### config.mk
export PLATFORM = sky130hd
export DESIGN_NAME = casc_clkdiv
export DESIGN_NICKNAME = d
export VERILOG_FILES = /design/src/rtl/cdiv_pkg.sv /design/src/rtl/cdiv_rst_sync.sv /design/src/rtl/cdiv_stage.sv /design/src/rtl/casc_clkdiv.sv
export SDC_FILE = /design/constraint.sdc
export NUM_CORES = 1
export LEC_CHECK = 0
export BUFFER_PORTS_ARGS = -buffer_cell sky130_fd_sc_hd__buf_2
export CAP_MARGIN = 20
export CORE_MARGIN = 5
export CORE_UTILIZATION = 45
export DETAILED_ROUTE_END_ITERATION = 8
export PLACE_DENSITY = 0.67
export SETUP_SLACK_MARGIN = 0.1
export SLEW_MARGIN = 40
export SYNTH_ARGS = -nofsm -noshare
export SYNTH_HDL_FRONTEND = slang
export SYNTH_SLANG_ARGS = --single-unit
### constraint.sdc
create_clock -name clk -period 2.8 [get_ports clk]
set_input_delay 0.84 -clock clk [delete_from_list [all_inputs] [get_ports clk]]
set_output_delay 0.84 -clock clk [all_outputs]
set_load 0.02 [all_outputs]
### src/rtl/cdiv_pkg.sv
package cdiv_pkg;
  typedef enum logic [1:0] {
    PH_DLY = 2'd0,
    PH_HI  = 2'd1,
    PH_LO  = 2'd2
  } cdiv_phase_e;
endpackage

### src/rtl/cdiv_rst_sync.sv
module cdiv_rst_sync (
  input  logic clk,
  input  logic rst_n,
  output logic rst_sync_n
);
  logic meta_q;
  logic hold_q;

  always_ff @(posedge clk or negedge rst_n) begin
    if (!rst_n) begin
      meta_q <= 1'b0;
      hold_q <= 1'b0;
    end else begin
      meta_q <= 1'b1;
      hold_q <= meta_q;
    end
  end

  assign rst_sync_n = hold_q;
endmodule

### src/rtl/cdiv_stage.sv
module cdiv_stage
  import cdiv_pkg::*;
#(
  parameter int CW = 4
) (
  input  logic          clk,
  input  logic          rst_n,
  input  logic          sync,
  input  logic          tick_in,
  input  logic          lvl_in,
  input  logic          bypass,
  input  logic [CW-1:0] hi_cnt,
  input  logic [CW-1:0] lo_cnt,
  input  logic          start_hi,
  input  logic [CW-1:0] ofs,
  output logic          lvl_out,
  output logic          rise_out
);
  localparam int KW = CW + 1;

  cdiv_phase_e   phase_q, phase_d;
  logic [KW-1:0] cnt_q, cnt_d;
  logic          lvl_q, lvl_d;
  logic [CW-1:0] n_q, n_d;
  logic [CW-1:0] m_q, m_d;
  logic          sh_q, sh_d;

  logic [KW-1:0] ofs_x, lo_x, hi_x, nq_x, mq_x;
  logic [KW-1:0] dly_w;
  logic          rise_core;

  assign ofs_x = {1'b0, ofs};
  assign lo_x  = {1'b0, lo_cnt};
  assign hi_x  = {1'b0, hi_cnt};
  assign nq_x  = {1'b0, n_q};
  assign mq_x  = {1'b0, m_q};

  // phase word >= 16 exactly when start-high is set
  assign dly_w = start_hi ? (ofs_x + lo_x + KW'(1)) : ofs_x;

  always_comb begin
    phase_d = phase_q;
    cnt_d   = cnt_q;
    lvl_d   = lvl_q;
    n_d     = n_q;
    m_d     = m_q;
    sh_d    = sh_q;
    if (sync) begin
      n_d  = hi_cnt;
      m_d  = lo_cnt;
      sh_d = start_hi;
      if (dly_w == '0) begin
        phase_d = PH_HI;
        cnt_d   = hi_x;
        lvl_d   = 1'b1;
      end else begin
        phase_d = PH_DLY;
        cnt_d   = dly_w - KW'(1);
        lvl_d   = start_hi;
      end
    end else if (tick_in) begin
      if (cnt_q != '0) begin
        cnt_d = cnt_q - KW'(1);
      end else begin
        unique case (phase_q)
          PH_HI: begin
            phase_d = PH_LO;
            cnt_d   = mq_x;
            lvl_d   = 1'b0;
          end
          default: begin
            phase_d = PH_HI;
            cnt_d   = nq_x;
            lvl_d   = 1'b1;
          end
        endcase
      end
    end
  end

  always_ff @(posedge clk or negedge rst_n) begin
    if (!rst_n) begin
      phase_q <= PH_HI;
      cnt_q   <= '0;
      lvl_q   <= 1'b1;
      n_q     <= '0;
      m_q     <= '0;
      sh_q    <= 1'b0;
    end else begin
      phase_q <= phase_d;
      cnt_q   <= cnt_d;
      lvl_q   <= lvl_d;
      n_q     <= n_d;
      m_q     <= m_d;
      sh_q    <= sh_d;
    end
  end

  assign rise_core = tick_in & ~sync & ~lvl_q & lvl_d;
  assign lvl_out   = bypass ? lvl_in  : lvl_q;
  assign rise_out  = bypass ? tick_in : rise_core;

  // level moves only at an input-period end or a sync
  p_hold_between_ticks_r10: assert property (@(posedge clk) disable iff (!rst_n)
    (!tick_in && !sync) |=> $stable(lvl_q));

  // captured fields move only at sync
  p_cfg_frozen_r7: assert property (@(posedge clk) disable iff (!rst_n)
    !sync |=> ($stable(n_q) && $stable(m_q) && $stable(sh_q)));

  // delay phase holds the captured start level
  p_delay_level_r3: assert property (@(posedge clk) disable iff (!rst_n)
    (phase_q == PH_DLY) |-> (lvl_q == sh_q));

  // remaining count never exceeds the programmed phase length
  p_hi_bound_r1: assert property (@(posedge clk) disable iff (!rst_n)
    (phase_q == PH_HI) |-> (cnt_q <= nq_x));

  p_lo_bound_r1: assert property (@(posedge clk) disable iff (!rst_n)
    (phase_q == PH_LO) |-> (cnt_q <= mq_x));

  // a fall ends a completed high phase
  p_fall_at_end_r1: assert property (@(posedge clk) disable iff (!rst_n)
    ($fell(lvl_q) && !$past(sync)) |->
      $past(phase_q == PH_HI && cnt_q == '0 && tick_in));
endmodule

### src/rtl/casc_clkdiv.sv
module casc_clkdiv #(
  parameter int CW = 4
) (
  input  logic          clk,
  input  logic          rst_n,
  input  logic          sync,
  input  logic          src_en,
  input  logic [CW-1:0] a_hi,
  input  logic [CW-1:0] a_lo,
  input  logic          a_start_hi,
  input  logic [CW-1:0] a_ofs,
  input  logic          a_bypass,
  input  logic [CW-1:0] b_hi,
  input  logic [CW-1:0] b_lo,
  input  logic          b_start_hi,
  input  logic [CW-1:0] b_ofs,
  input  logic          b_bypass,
  output logic          a_out,
  output logic          div_out,
  output logic          div_rise
);
  localparam int NST = 2;

  logic          rst_i_n;
  logic [CW-1:0] hi_a  [NST];
  logic [CW-1:0] lo_a  [NST];
  logic [CW-1:0] ofs_a [NST];
  logic [NST-1:0] sh_a;
  logic [NST-1:0] byp_a;
  logic [NST:0]   tick_w;
  logic [NST:0]   lvl_w;

  cdiv_rst_sync u_rst (
    .clk        (clk),
    .rst_n      (rst_n),
    .rst_sync_n (rst_i_n)
  );

  assign hi_a[0]  = a_hi;
  assign lo_a[0]  = a_lo;
  assign ofs_a[0] = a_ofs;
  assign hi_a[1]  = b_hi;
  assign lo_a[1]  = b_lo;
  assign ofs_a[1] = b_ofs;
  assign sh_a     = {b_start_hi, a_start_hi};
  assign byp_a    = {b_bypass, a_bypass};

  assign tick_w[0] = src_en;
  assign lvl_w[0]  = src_en;

  for (genvar gi = 0; gi < NST; gi++) begin : g_stage
    cdiv_stage #(.CW(CW)) u_stage (
      .clk      (clk),
      .rst_n    (rst_i_n),
      .sync     (sync),
      .tick_in  (tick_w[gi]),
      .lvl_in   (lvl_w[gi]),
      .bypass   (byp_a[gi]),
      .hi_cnt   (hi_a[gi]),
      .lo_cnt   (lo_a[gi]),
      .start_hi (sh_a[gi]),
      .ofs      (ofs_a[gi]),
      .lvl_out  (lvl_w[gi+1]),
      .rise_out (tick_w[gi+1])
    );
  end

  assign a_out    = lvl_w[1];
  assign div_out  = lvl_w[NST];
  assign div_rise = tick_w[NST];

  // final stage level moves only on a first-stage rise or a sync
  p_cascade_step_r6: assert property (@(posedge clk) disable iff (!rst_i_n)
    (!b_bypass && !tick_w[1] && !sync) |=> $stable(div_out) || $past(b_bypass) != b_bypass);
endmodule

==> metrics.yaml, run 1 <==
status:
  status: "finished, final reports clean"
finish:
  utilization_pct: 54.9
  n_antenna_cell: 0
  instances_no_fill: 387
  fillers: 534
  drive_above_1_share_pct: 34.3
  area_growth_pct: 18.6
  fin_nets: 364
  fin_area_mm2: 0.00304
timing:
  finClkSkew_ps: 8.13
  worst_slew_pin_slew_ps: 484
  clock.fmax_mhz: 390
  finalCriticalPeriod_ps: 2570
  finalSetupViolations: 0
  setup_tns_ps: 0
  relSlewSlack_pct: 67.4
  min_period_over_period_pct: 91.6
  finalMaxSlewViolations: 0
  hold_viol: 0
  rsz0062_at_grt: "no"
place:
  dpl_cell_area_mm2: 0.00293
  dp_hpwl_um: 4490
  dp.cells: 378
  place_congestion: 0.865
  port_buffers: 34
synth:
  async_flop_share_pct: 100
  syn-num-nets: 312
  synth_cells: 263
  ys_types: 62
  synth.cell_area_mm2: 0.00257
  synth-edff-count: 0
  avgSynthCellArea_um2: 9.76
  yosys_warnings: 0
  synth_seq_cells: 34
  ys.flop_type: "dfrtp_1"
  yosysSeqAreaShare_pct: 33.3
global_route:
  grt_pass1_wl_um: 10000
  grt.total_usage_pct: 16.8
  grt_pass1_vias: 2158
  antenna_found_initial: 0
  grt_max_degree: 44
  grt-ovfl-total: 0
hold_path:
  hold_path_class: "reg2async"
cts:
  numClockSinks: 34
  cts_tree: "built"
  clockRootBuffer: "clkbuf_8"
  clk_pin_slew_worst_paths_ps: 70
  ctsHoldBuffers: 0
  numCtsBuffers: 5
  cts_max_level: 2
  clock_latency_ps: 290
  clock_path_buffers: 2
setup_path:
  worst_setup_path_end_kind: "output port"
  cp_data_arrival_time_ps: 1730
  crit_path_start_kind: "flop"
  worstPathRequired_ps: 1960
  path_class: "reg2out"
  path_max_fanout: 4
route:
  vias: 2158
  dr.pass1.iters: 4
  drc: 0
  wirelength_um: 5710
  final_antenna_net_count: 0
  via_per_inst: 5.58
  drt_iter0_drc: 119
  wl_per_cell_um: 14.8
pwr:
  powerDensity_mw_per_mm2: 469
  ir_worst_vdd_mv: 0.250
  p_leak_uw: 0.00136
floorplan:
  fp-row-count: 27
  fp.coreArea_mm2: 0.00554
  num_io_pins: 35
  die_y_um: 85.5
  die-area_mm2: 0.00731
  initial_core_util_pct: 46.3
  die-width_um: 85.5
flow_run:
  timing.max_cap.violations: 0
[cell usage in the layout (no fill, tap or decap), types with 3 or more instances in the layout]
| cell type | netlist | final |
|---|---|---|
| dfrtp_1 | 30 | 30 |
| buf_2 | 5 | 33 |
| o221a_2 | 3 | 3 |
| nand3b_1 | 4 | 4 |
| nor2_1 | 15 | 15 |
| inv_1 | 17 | 15 |
| a211oi_1 | 3 | 3 |
| xnor2_1 | 3 | 3 |
| dfstp_2 | 4 | 4 |
| o31ai_1 | 3 | 3 |
| a31oi_1 | 3 | 3 |
| mux2i_1 | 13 | 13 |
| nand2_1 | 17 | 17 |
| clkbuf_8 | 1 | 5 |
| nor2b_1 | 3 | 3 |
| or3_1 | 3 | 3 |
| a21oi_1 | 7 | 7 |
| o21ai_1 | 4 | 4 |
| nand4_1 | 5 | 5 |
| nand2b_1 | 8 | 8 |
| nand3_1 | 7 | 7 |
| mux2_2 | 22 | 22 |
| o211ai_1 | 4 | 4 |
| o21ai_0 | 9 | 8 |
| nor3_1 | 6 | 6 |
| ha_1 | 15 | 13 |
| buf_4 | 1 | 25 |
[synth_stat cells (4+ instances only)]
library cell / number / area share, %
dfrtp_1: 30 / 29
o21ai_1: 4 / 0.78
clkbuf_1: 6 / 0.88
buf_2: 5 / 0.97
nand3_1: 7 / 1.4
inv_1: 17 / 2.5
ha_1: 15 / 7.3
o211ai_1: 4 / 1.2
dfstp_2: 4 / 4.1
mux2_2: 22 / 9.7
o21ai_0: 9 / 1.8
nor3_1: 6 / 1.2
mux2i_1: 13 / 5.1
nand2_1: 17 / 2.5
a21oi_1: 7 / 1.4
nor2_1: 15 / 2.2
nand4_1: 5 / 1.2
nand2b_1: 8 / 2.0
nand3b_1: 4 / 1.2
[through the flow]
| step | hold WS, ps | total power (uW) | setup WS [ps] |
|---|---|---|---|
| after floorplan | 331 | 929 | 70.0 |
| after global placement | 65.7 | 1060 | -80.8 |
| after detailed placement | 78.9 | 1070 | -146 |
| after CTS | 81.8 | 1430 | 118 |
| after global routing | 109 | 1520 | 105 |
| final | 67.7 | 1430 | 234 |
[routing by layer]
metal	share of wire [%]	GRT usage, %
met1	49	23.6
met5	0	0
met3	3.9	3.17
met4	1.3	4.75
met2	46	26.3
[logic make-up (layout without fill, tap and decap cells)]
family          count (synthesis)  after routing  synth area share [%]
simple gates                   86             86                  19.6
fa+ha+maj                      17             17                  8.87
mux                            36             36                  15.6
compound gates                 55             55                  15.8
flops                          34             34                  33.3
buf+inv                        30             82                  5.17
xor+xnor                        4              4                  1.37
other cells                     1              1                 0.146
[layout make-up]
type	count	area [um2]	area share (%)
Multi-Input combinational cell	199	1600	52.6
Tap cell	72	90.1	2.96
Inverter	17	63.8	2.10
Clock buffer	5	68.8	2.26
Timing Repair Buffer	58	353	11.6
Clock inverter	2	10.0	0.329
Sequential cell	34	856	28.1
[path summary, 6_finish.rpt]
path,cells past startpoint,slack [ps],end,startpoint
worst max-delay path,7,230,div_rise,g_stage[0].u_stage.cnt_q[0]
worst min-delay path,0,70,g_stage[1].u_stage.n_q[1],u_rst.rst_sync_n
worst max register to register,7,800,g_stage[1].u_stage.cnt_q[3],g_stage[1].u_stage.cnt_q[0]
worst min register to register,0,70,g_stage[1].u_stage.n_q[1],u_rst.rst_sync_n
max in group asynchronous,1,2080,g_stage[1].u_stage.lvl_q,u_rst.rst_sync_n
min in group clk,0,350,u_rst.rst_sync_n,u_rst.meta_q
[worst max-delay path, cell delays in order, from the launching register on]
cell and delay [ps]:
dfrtp_1 390, inv_2 90, ha_2 190, nor4b_4 230
a31o_4 220, nand2_4 70, nor2_1 110, buf_4 140
[report_power, final]
part	internal, uW	switching [uW]
sequential	556	62.9
clock	167	181
combinational	231	229
total	954	473
[sequential cells by signal, summed over array words and instances, names as in the netlist]
| register | flops |
|---|---|
| g_stage.u_stage.cnt_q | 10 |
| g_stage.u_stage.n_q | 8 |
| u_rst.rst_sync_n | 1 |
| u_rst.meta_q | 1 |
| g_stage.u_stage.m_q | 8 |
| g_stage.u_stage.phase_q | 4 |
| g_stage.u_stage.lvl_q | 2 |
[repair_timing]
action / CTS / global route
pin swaps: 0 / 2
setup buffers: 0 / 2
hold endpoints to repair: 0 / 0
endpoints found under the setup margin: 1 / 5
resized for setup: 1 / 6
Note: power is estimated with default switching activity, not from simulation.
==> inputs of run 2 (changes only) <==
--- a/config.mk
+++ b/config.mk
@@ -6,7 +6,7 @@
 export NUM_CORES = 1
 export LEC_CHECK = 0
 export BUFFER_PORTS_ARGS = -buffer_cell sky130_fd_sc_hd__buf_2
-export CAP_MARGIN = 20
+export CAP_MARGIN = 10
 export CORE_MARGIN = 5
 export CORE_UTILIZATION = 45
 export DETAILED_ROUTE_END_ITERATION = 8
@@ -15,4 +15,5 @@
 export SLEW_MARGIN = 40
 export SYNTH_ARGS = -nofsm -noshare
 export SYNTH_HDL_FRONTEND = slang
+export SYNTH_HIERARCHICAL = 1
 export SYNTH_SLANG_ARGS = --single-unit
==> run 2 against run 1 <==
  * Area after synthesis increased by 2.9%
  * Count of clock-buffer cells in the layout rose by 2
  * Cell count rose by 0.26%
  * Critical endpoint is now div_out
  * Combinational power increased by 11%
  * Setup slack worse by 22 ps
  * Maximum frequency decreased by 0.83%
  * Wire length fell by 2.4%
  * Clock skew down 3.4 ps
  * Critical path type is now in2out
  * Critical path depth fell by 3
==> metrics.yaml, run 2 <==
place:
  dp.cells: 378  # unchanged
  pre_cts_slack_ps: -37.2  # was -146 ps
  dp_hpwl_um: 4480  # was 4490 um
  port_buffers: 34  # unchanged
  place_congestion: 0.769  # was 0.865
  dpl_cell_area_mm2: 0.00303  # was 0.00293 mm2
floorplan:
  fp-row-count: 28  # was 27
  die_y_um: 86.6  # was 85.5 um
  die-area_mm2: 0.00750  # was 0.00731 mm2
  fp.coreArea_mm2: 0.00582  # was 0.00554 mm2
  num_io_pins: 35  # unchanged
  die-width_um: 86.6  # was 85.5 um
  initial_core_util_pct: 45.4  # was 46.3%
setup_path:
  crit_chain: "buf_2 > mux2_2 > mux2_2 > buf_2"  # was inv_2 > ha_2 > nor4b_4 > a31o_4 > nand2_4 > nor2_1 > buf_4
  worst_path_largest_cell_delay_ps: 300  # was 390 ps
  path_max_fanout: 14  # was 4
  worstPathRequired_ps: 1960  # about the same
  worst_setup_path_end_kind: "output port"  # unchanged
  cp_data_arrival_time_ps: 1750  # was 1730 ps
  slowest_stage: "mux2_2"  # was dfrtp_1
  crit_path_start_kind: "input port"  # was flop
  path_class: "in2out"  # was reg2out
finish:
  instances_no_fill: 388  # was 387
  final_cell_mix: "buf_2 (33), dfrtp_1 (30), mux2_2 (28)"  # was buf_2 (33), dfrtp_1 (30), buf_4 (25)
  fin_area_mm2: 0.00315  # was 0.00304 mm2
  largest_reg_flops: 10  # unchanged
  mostFrequentLayoutCell: "buf_2"  # unchanged
  n_antenna_cell: 0  # unchanged
  fin_nets: 362  # was 364
  largestRegisters: "g_stage.u_stage/cnt_q (10), g_stage.u_stage/m_q (8), g_stage.u_stage/n_q (8)"  # was g_stage.u_stage.cnt_q (10), g_stage.u_stage.m_q (8), g_stage.u_stage.n_q (8)
  area_growth_pct: 19.3  # was 18.6%
  regMostFlops: "g_stage.u_stage/cnt_q"  # was g_stage.u_stage.cnt_q
  drive_above_1_share_pct: 39.0  # was 34.3%
timing:
  fin_ws_ps: 213  # was 234 ps
  finalMaxSlewViolations: 0  # unchanged
  min_period_over_period_pct: 92.4  # was 91.6%
  finalSetupViolations: 0  # unchanged
  hold_viol: 0  # unchanged
  finClkSkew_ps: 4.76  # was 8.13 ps
  hold_ws_ps: 267  # was 67.7 ps
  finalCriticalPeriod_ps: 2590  # was 2570 ps
  clock.fmax_mhz: 387  # was 390 MHz
  rsz0062_at_grt: "no"  # unchanged
synth:
  ys_types: 45  # was 62
  syn-num-nets: 309  # was 312
  synth-edff-count: 0  # unchanged
  synth.top_cell.area_share_pct: 28.4  # was 29.3%
  avgSynthCellArea_um2: 10.2  # was 9.76 um2
  synth.cell_area_mm2: 0.00264  # was 0.00257 mm2
  synth_area_leaders: "dfrtp_1 (28%), mux2_2 (12%), ha_1 (7.6%)"  # was dfrtp_1 (29%), mux2_2 (9.7%), ha_1 (7.3%)
  ys.flop_type: "dfrtp_1"  # unchanged
  yosys_warnings: 6  # was 0
  synth_top_cell_by_area: "dfrtp_1"  # unchanged
  synth_cells: 259  # was 263
  yosysSeqAreaShare_pct: 32.4  # was 33.3%
  synth_seq_cells: 34  # unchanged
  netlist_top_cells_count: "dfrtp_1 (30), mux2_2 (28), inv_1 (20)"  # was dfrtp_1 (30), mux2_2 (22), inv_1 (17), nand2_1 (17)
  yosysMostFrequentCell: "dfrtp_1"  # unchanged
  async_flop_share_pct: 100  # unchanged
route:
  wirelength_um: 5580  # was 5710 um
  drc: 0  # unchanged
  vias: 2092  # was 2158
  drt_iter0_drc: 128  # was 119
  dr.pass1.iters: 4  # unchanged
  via_per_inst: 5.39  # was 5.58
  final_antenna_net_count: 0  # unchanged
  wl_per_cell_um: 14.4  # was 14.8 um
cts:
  clockRootBuffer: "clkbuf_8"  # unchanged
  cts_max_level: 2  # unchanged
  cts_tree: "built"  # unchanged
  numCtsBuffers: 5  # unchanged
  clk_pin_slew_worst_paths_ps: 70  # about the same
  clock_latency_ps: 270  # was 290 ps
  numClockSinks: 34  # unchanged
  clock_path_buffers: 2  # unchanged
global_route:
  grt-ovfl-total: 0  # unchanged
  grt_pass1_wl_um: 9850  # was 10000 um
  grt_max_degree: 41  # was 44
  use_met1_pct: 24.1  # was 23.6%
  antenna_found_initial: 0  # unchanged
  use_met2_pct: 24.9  # was 26.3%
  grt.met3_usage_pct: 1.43  # was 3.17%
  busiest_layer: "met2"  # unchanged
  grt_pass1_vias: 2122  # was 2158
  grt.total_usage_pct: 16.1  # was 16.8%
pwr:
  total_power_uw: 1490  # was 1430 uW
  ir_worst_vdd_mv: 0.260  # was 0.250 mV
  p_leak_uw: 0.00139  # was 0.00136 uW
  powerDensity_mw_per_mm2: 474  # was 469 mW/mm2
flow_run:
  timing.max_cap.violations: 0  # unchanged
status:
  status: "finished, final reports clean"  # unchanged
hold_path:
  hold_path_class: "reg2async"  # unchanged
[run 2: stage by stage]
step,setup TNS [ps],utilization (%)
after floorplan,0,-
after global placement,0,52.1
after detailed placement,-126,52.1
after CTS,0,53.7
after global routing,0,54.2
final,0,54.2
[run 2: worst paths after layout]
path / startpoint / endpoint / slack, ps / cells after the start
min in group clk: u_rst/meta_q / u_rst/rst_sync_n / 350 / 0
max: src_en / div_out / 210 / 4
min reg2reg: u_rst/rst_sync_n / g_stage[0].u_stage/m_q[3] / 270 / 1
max reg2reg: g_stage[0].u_stage/cnt_q[0] / g_stage[1].u_stage/cnt_q[4] / 620 / 11
min: u_rst/rst_sync_n / g_stage[0].u_stage/m_q[3] / 270 / 1
max in group asynchronous: u_rst/rst_sync_n / g_stage[1].u_stage/phase_q[0] / 2200 / 1
[run 2: critical path: cells and delay by family]
family,cells,cell delay [ps]
buf+inv,2,340
mux,2,560
[run 2: power by group]
group,switching (uW),internal [uW],total (uW)
Clock,169,198,367
Sequential,58.7,557,616
Combinational,251,261,512
Total,479,1020,1490
[run 2: layout make-up]
cell class / count / area (um2)
Clock inverter: 1 / 5.00
Timing Repair Buffer: 56 / 338
Multi-Input combinational cell: 195 / 1700
Tap cell: 75 / 93.8
Fill cell: 558 / 2660
Inverter: 20 / 75.1
Sequential cell: 34 / 856
Clock buffer: 7 / 86.3
[run 2: cells by family (layout without fill, tap and decap cells)]
family | Yosys count | count (layout) | share of synthesized area (%)
and+or+nand+nor | 78 | 78 | 19.8
AOI/OAI and AO/OA | 52 | 52 | 15.6
muxes | 40 | 40 | 16.5
DFF | 34 | 34 | 32.4
buffers and inverters | 30 | 84 | 4.45
adders and majority gates | 18 | 18 | 9.10
xor gates and xnor gates | 6 | 6 | 1.99
other | 1 | 1 | 0.142
[run 2: what timing repair did]
item                                    in CTS  in global routing
buffers inserted                             0                  2
hold buffers                                 0                  0
resized for setup                            0                  4
endpoints found under the setup margin       0                  1
[run 2: routing by layer]
| metal | share of wire [%] | wire (um) |
|---|---|---|
| met4 | 0.74 | 41 |
| met5 | 0 | 0 |
| met3 | 3.7 | 205 |
| met2 | 45 | 2540 |
| met1 | 50 | 2790 |
==> inputs of run 3 (changes only) <==
--- a/config.mk
+++ b/config.mk
@@ -8,9 +8,9 @@
 export BUFFER_PORTS_ARGS = -buffer_cell sky130_fd_sc_hd__buf_2
 export CAP_MARGIN = 10
 export CORE_MARGIN = 5
-export CORE_UTILIZATION = 45
+export CORE_UTILIZATION = 49
 export DETAILED_ROUTE_END_ITERATION = 8
-export PLACE_DENSITY = 0.67
+export PLACE_DENSITY = 0.71
 export SETUP_SLACK_MARGIN = 0.1
 export SLEW_MARGIN = 40
 export SYNTH_ARGS = -nofsm -noshare
==> run 3 against run 2 <==
  * Non-clock buffer count shrank 3
  * Via count grew 0.96%
  * Sequential power is essentially flat
  * Wire length grew 3.3%
  * Combinational power shrank 0.8%
  * Cell count shrank 2.1%
  * Clock power is essentially flat
  * Count of clock-buffer cells in the layout is the same
  * First-iteration DRC count grew 0.78%
  * Register-to-register slack gained 90 ps
  * Highest routed layer unchanged
==> metrics.yaml, run 3 (synthesis gave the netlist of run 2 again) <==
status:
  status: "finished, final reports clean"  # unchanged
route:
  met3_wirelength_um: 232  # was 205 um
  final_antenna_net_count: 0  # unchanged
  wl_met2_um: 2590  # was 2540 um
  via_per_inst: 5.56  # was 5.39
  top_layer: "met4"  # unchanged
  dr.pass1.iters: 4  # unchanged
  wl_met1_um: 2880  # was 2790 um
  drc: 0  # unchanged
  vias: 2112  # was 2092
  wirelength_um: 5760  # was 5580 um
  wl_per_cell_um: 15.2  # was 14.4 um
  drt_iter0_drc: 129  # was 128
timing:
  hold_viol: 0  # unchanged
  clock.fmax_mhz: 387  # about the same
  finalMaxSlewViolations: 0  # unchanged
  finalSetupViolations: 0  # unchanged
  min_period_over_period_pct: 92.3  # was 92.4%
  hold_ws_ps: 273  # was 267 ps
  setup_tns_ps: 0  # unchanged
  rsz0062_at_grt: "no"  # unchanged
  finClkSkew_ps: 8.36  # was 4.76 ps
  fin_ws_ps: 216  # was 213 ps
  finalCriticalPeriod_ps: 2580  # was 2590 ps
pwr:
  p_leak_uw: 0.00138  # was 0.00139 uW
  ir_worst_vdd_mv: 0.359  # was 0.260 mV
  powerDensity_mw_per_mm2: 479  # was 474 mW/mm2
cts:
  numCtsBuffers: 5  # unchanged
  cts_max_level: 2  # unchanged
  clock_path_buffers: 2  # unchanged
  cts_tree: "built"  # unchanged
  clockRootBuffer: "clkbuf_8"  # unchanged
  clock_latency_ps: 280  # was 270 ps
  numClockSinks: 34  # unchanged
  clk_pin_slew_worst_paths_ps: 70  # about the same
floorplan:
  initial_core_util_pct: 51.1  # was 45.4%
  fp-row-count: 26  # was 28
  num_io_pins: 35  # unchanged
  die-area_mm2: 0.00696  # was 0.00750 mm2
  die_y_um: 83.4  # was 86.6 um
  fp.coreArea_mm2: 0.00517  # was 0.00582 mm2
  die-width_um: 83.4  # was 86.6 um
global_route:
  grt.total_usage_pct: 16.8  # was 16.1%
  antenna_found_initial: 0  # unchanged
  grt_pass1_vias: 2142  # was 2122
  grt_max_degree: 41  # unchanged
  grt_pass1_wl_um: 9790  # was 9850 um
  grt-ovfl-total: 0  # unchanged
setup_path:
  cp_data_arrival_time_ps: 1740  # was 1750 ps
  worst_setup_path_end_kind: "output port"  # unchanged
  path_class: "reg2out"  # was in2out
  path_max_fanout: 4  # was 14
  crit_path_start_kind: "flop"  # was input port
  worstPathRequired_ps: 1960  # about the same
finish:
  n_antenna_cell: 0  # unchanged
  utilization_pct: 60.2  # was 54.2%
  fillers: 432  # was 558
  area_growth_pct: 17.9  # was 19.3%
  largestRegisters: "g_stage.u_stage/cnt_q (10), g_stage.u_stage/m_q (8), g_stage.u_stage/n_q (8)"  # unchanged
  mostFrequentLayoutCell: "buf_2"  # unchanged
  drive_above_1_share_pct: 38.1  # was 39.0%
  final_cell_mix: "buf_2 (33), dfrtp_1 (30), mux2_2 (28)"  # unchanged
  fin_nets: 359  # was 362
  regMostFlops: "g_stage.u_stage/cnt_q"  # unchanged
  largest_reg_flops: 10  # unchanged
place:
  dp_hpwl_um: 4440  # was 4480 um
  place_congestion: 0.807  # was 0.769
  port_buffers: 34  # unchanged
  pre_cts_slack_ps: -46.2  # was -37.2 ps
flow_run:
  timing.max_cap.violations: 0  # unchanged
hold_path:
  hold_path_class: "reg2async"  # unchanged
-- run 3: repair_timing --
action                                  4_1_cts  5_1_grt
buffers inserted                              0        0
hold endpoints to repair                      0        0
endpoints found under the setup margin        0        1
gates resized for setup                       0        2
hold buffers                                  0        0
-- run 3: cell type report --
class	instances	area, um2	area share (%)
clock buffer	7	86.3	2.77
clock inverter	1	5.00	0.161
inverter	20	75.1	2.41
multi-input combinational	195	1690	54.2
sequential	34	856	27.5
tap	70	87.6	2.81
timing repair buffer	53	315	10.1
-- run 3: power by group --
group          internal, uW  switching (uW)
logic                   255             254
clock network           198             171
registers               557            57.2
-- run 3: through the flow --
| step | power [uW] | instances | area, um2 |
|---|---|---|---|
| after floorplan | 972 | 259 | 2660 |
| after global placement | 1110 | 372 | 3020 |
| after detailed placement | 1130 | 372 | 3020 |
| after CTS | 1500 | 380 | 3110 |
| after global routing | 1600 | 380 | 3110 |
| final | 1490 | 380 | 3110 |
-- run 3: critical path, stage by stage, from the launching register on --
cell and delay, ps:
dfrtp_1 410, inv_1 90, ha_2 200, nor4b_4 210, a21oi_1 100, nor2b_1 170
nor2b_2 160, buf_4 140
-- run 3: metal layers --
metal | GRT usage (%) | up-vias
li1 | - | 1044
met1 | 23.8 | 1015
met2 | 26.3 | 47
met3 | 3.17 | 6
met4 | 4.39 | 0
met5 | 0 | -
-- run 3: path summary, 6_finish.rpt --
check / slack, ps / startpoint / depth (start not counted) / to
setup / recovery: 220 / g_stage[0].u_stage/cnt_q[0] / 7 / div_rise
hold / removal: 270 / u_rst/rst_sync_n / 1 / g_stage[0].u_stage/n_q[2]
setup reg to reg: 710 / g_stage[0].u_stage/cnt_q[0] / 10 / g_stage[1].u_stage/cnt_q[4]
hold reg to reg: 270 / u_rst/rst_sync_n / 1 / g_stage[0].u_stage/n_q[2]
max in group asynchronous: 2190 / u_rst/rst_sync_n / 1 / g_stage[0].u_stage/lvl_q
min in group clk: 350 / u_rst/meta_q / 0 / u_rst/rst_sync_n
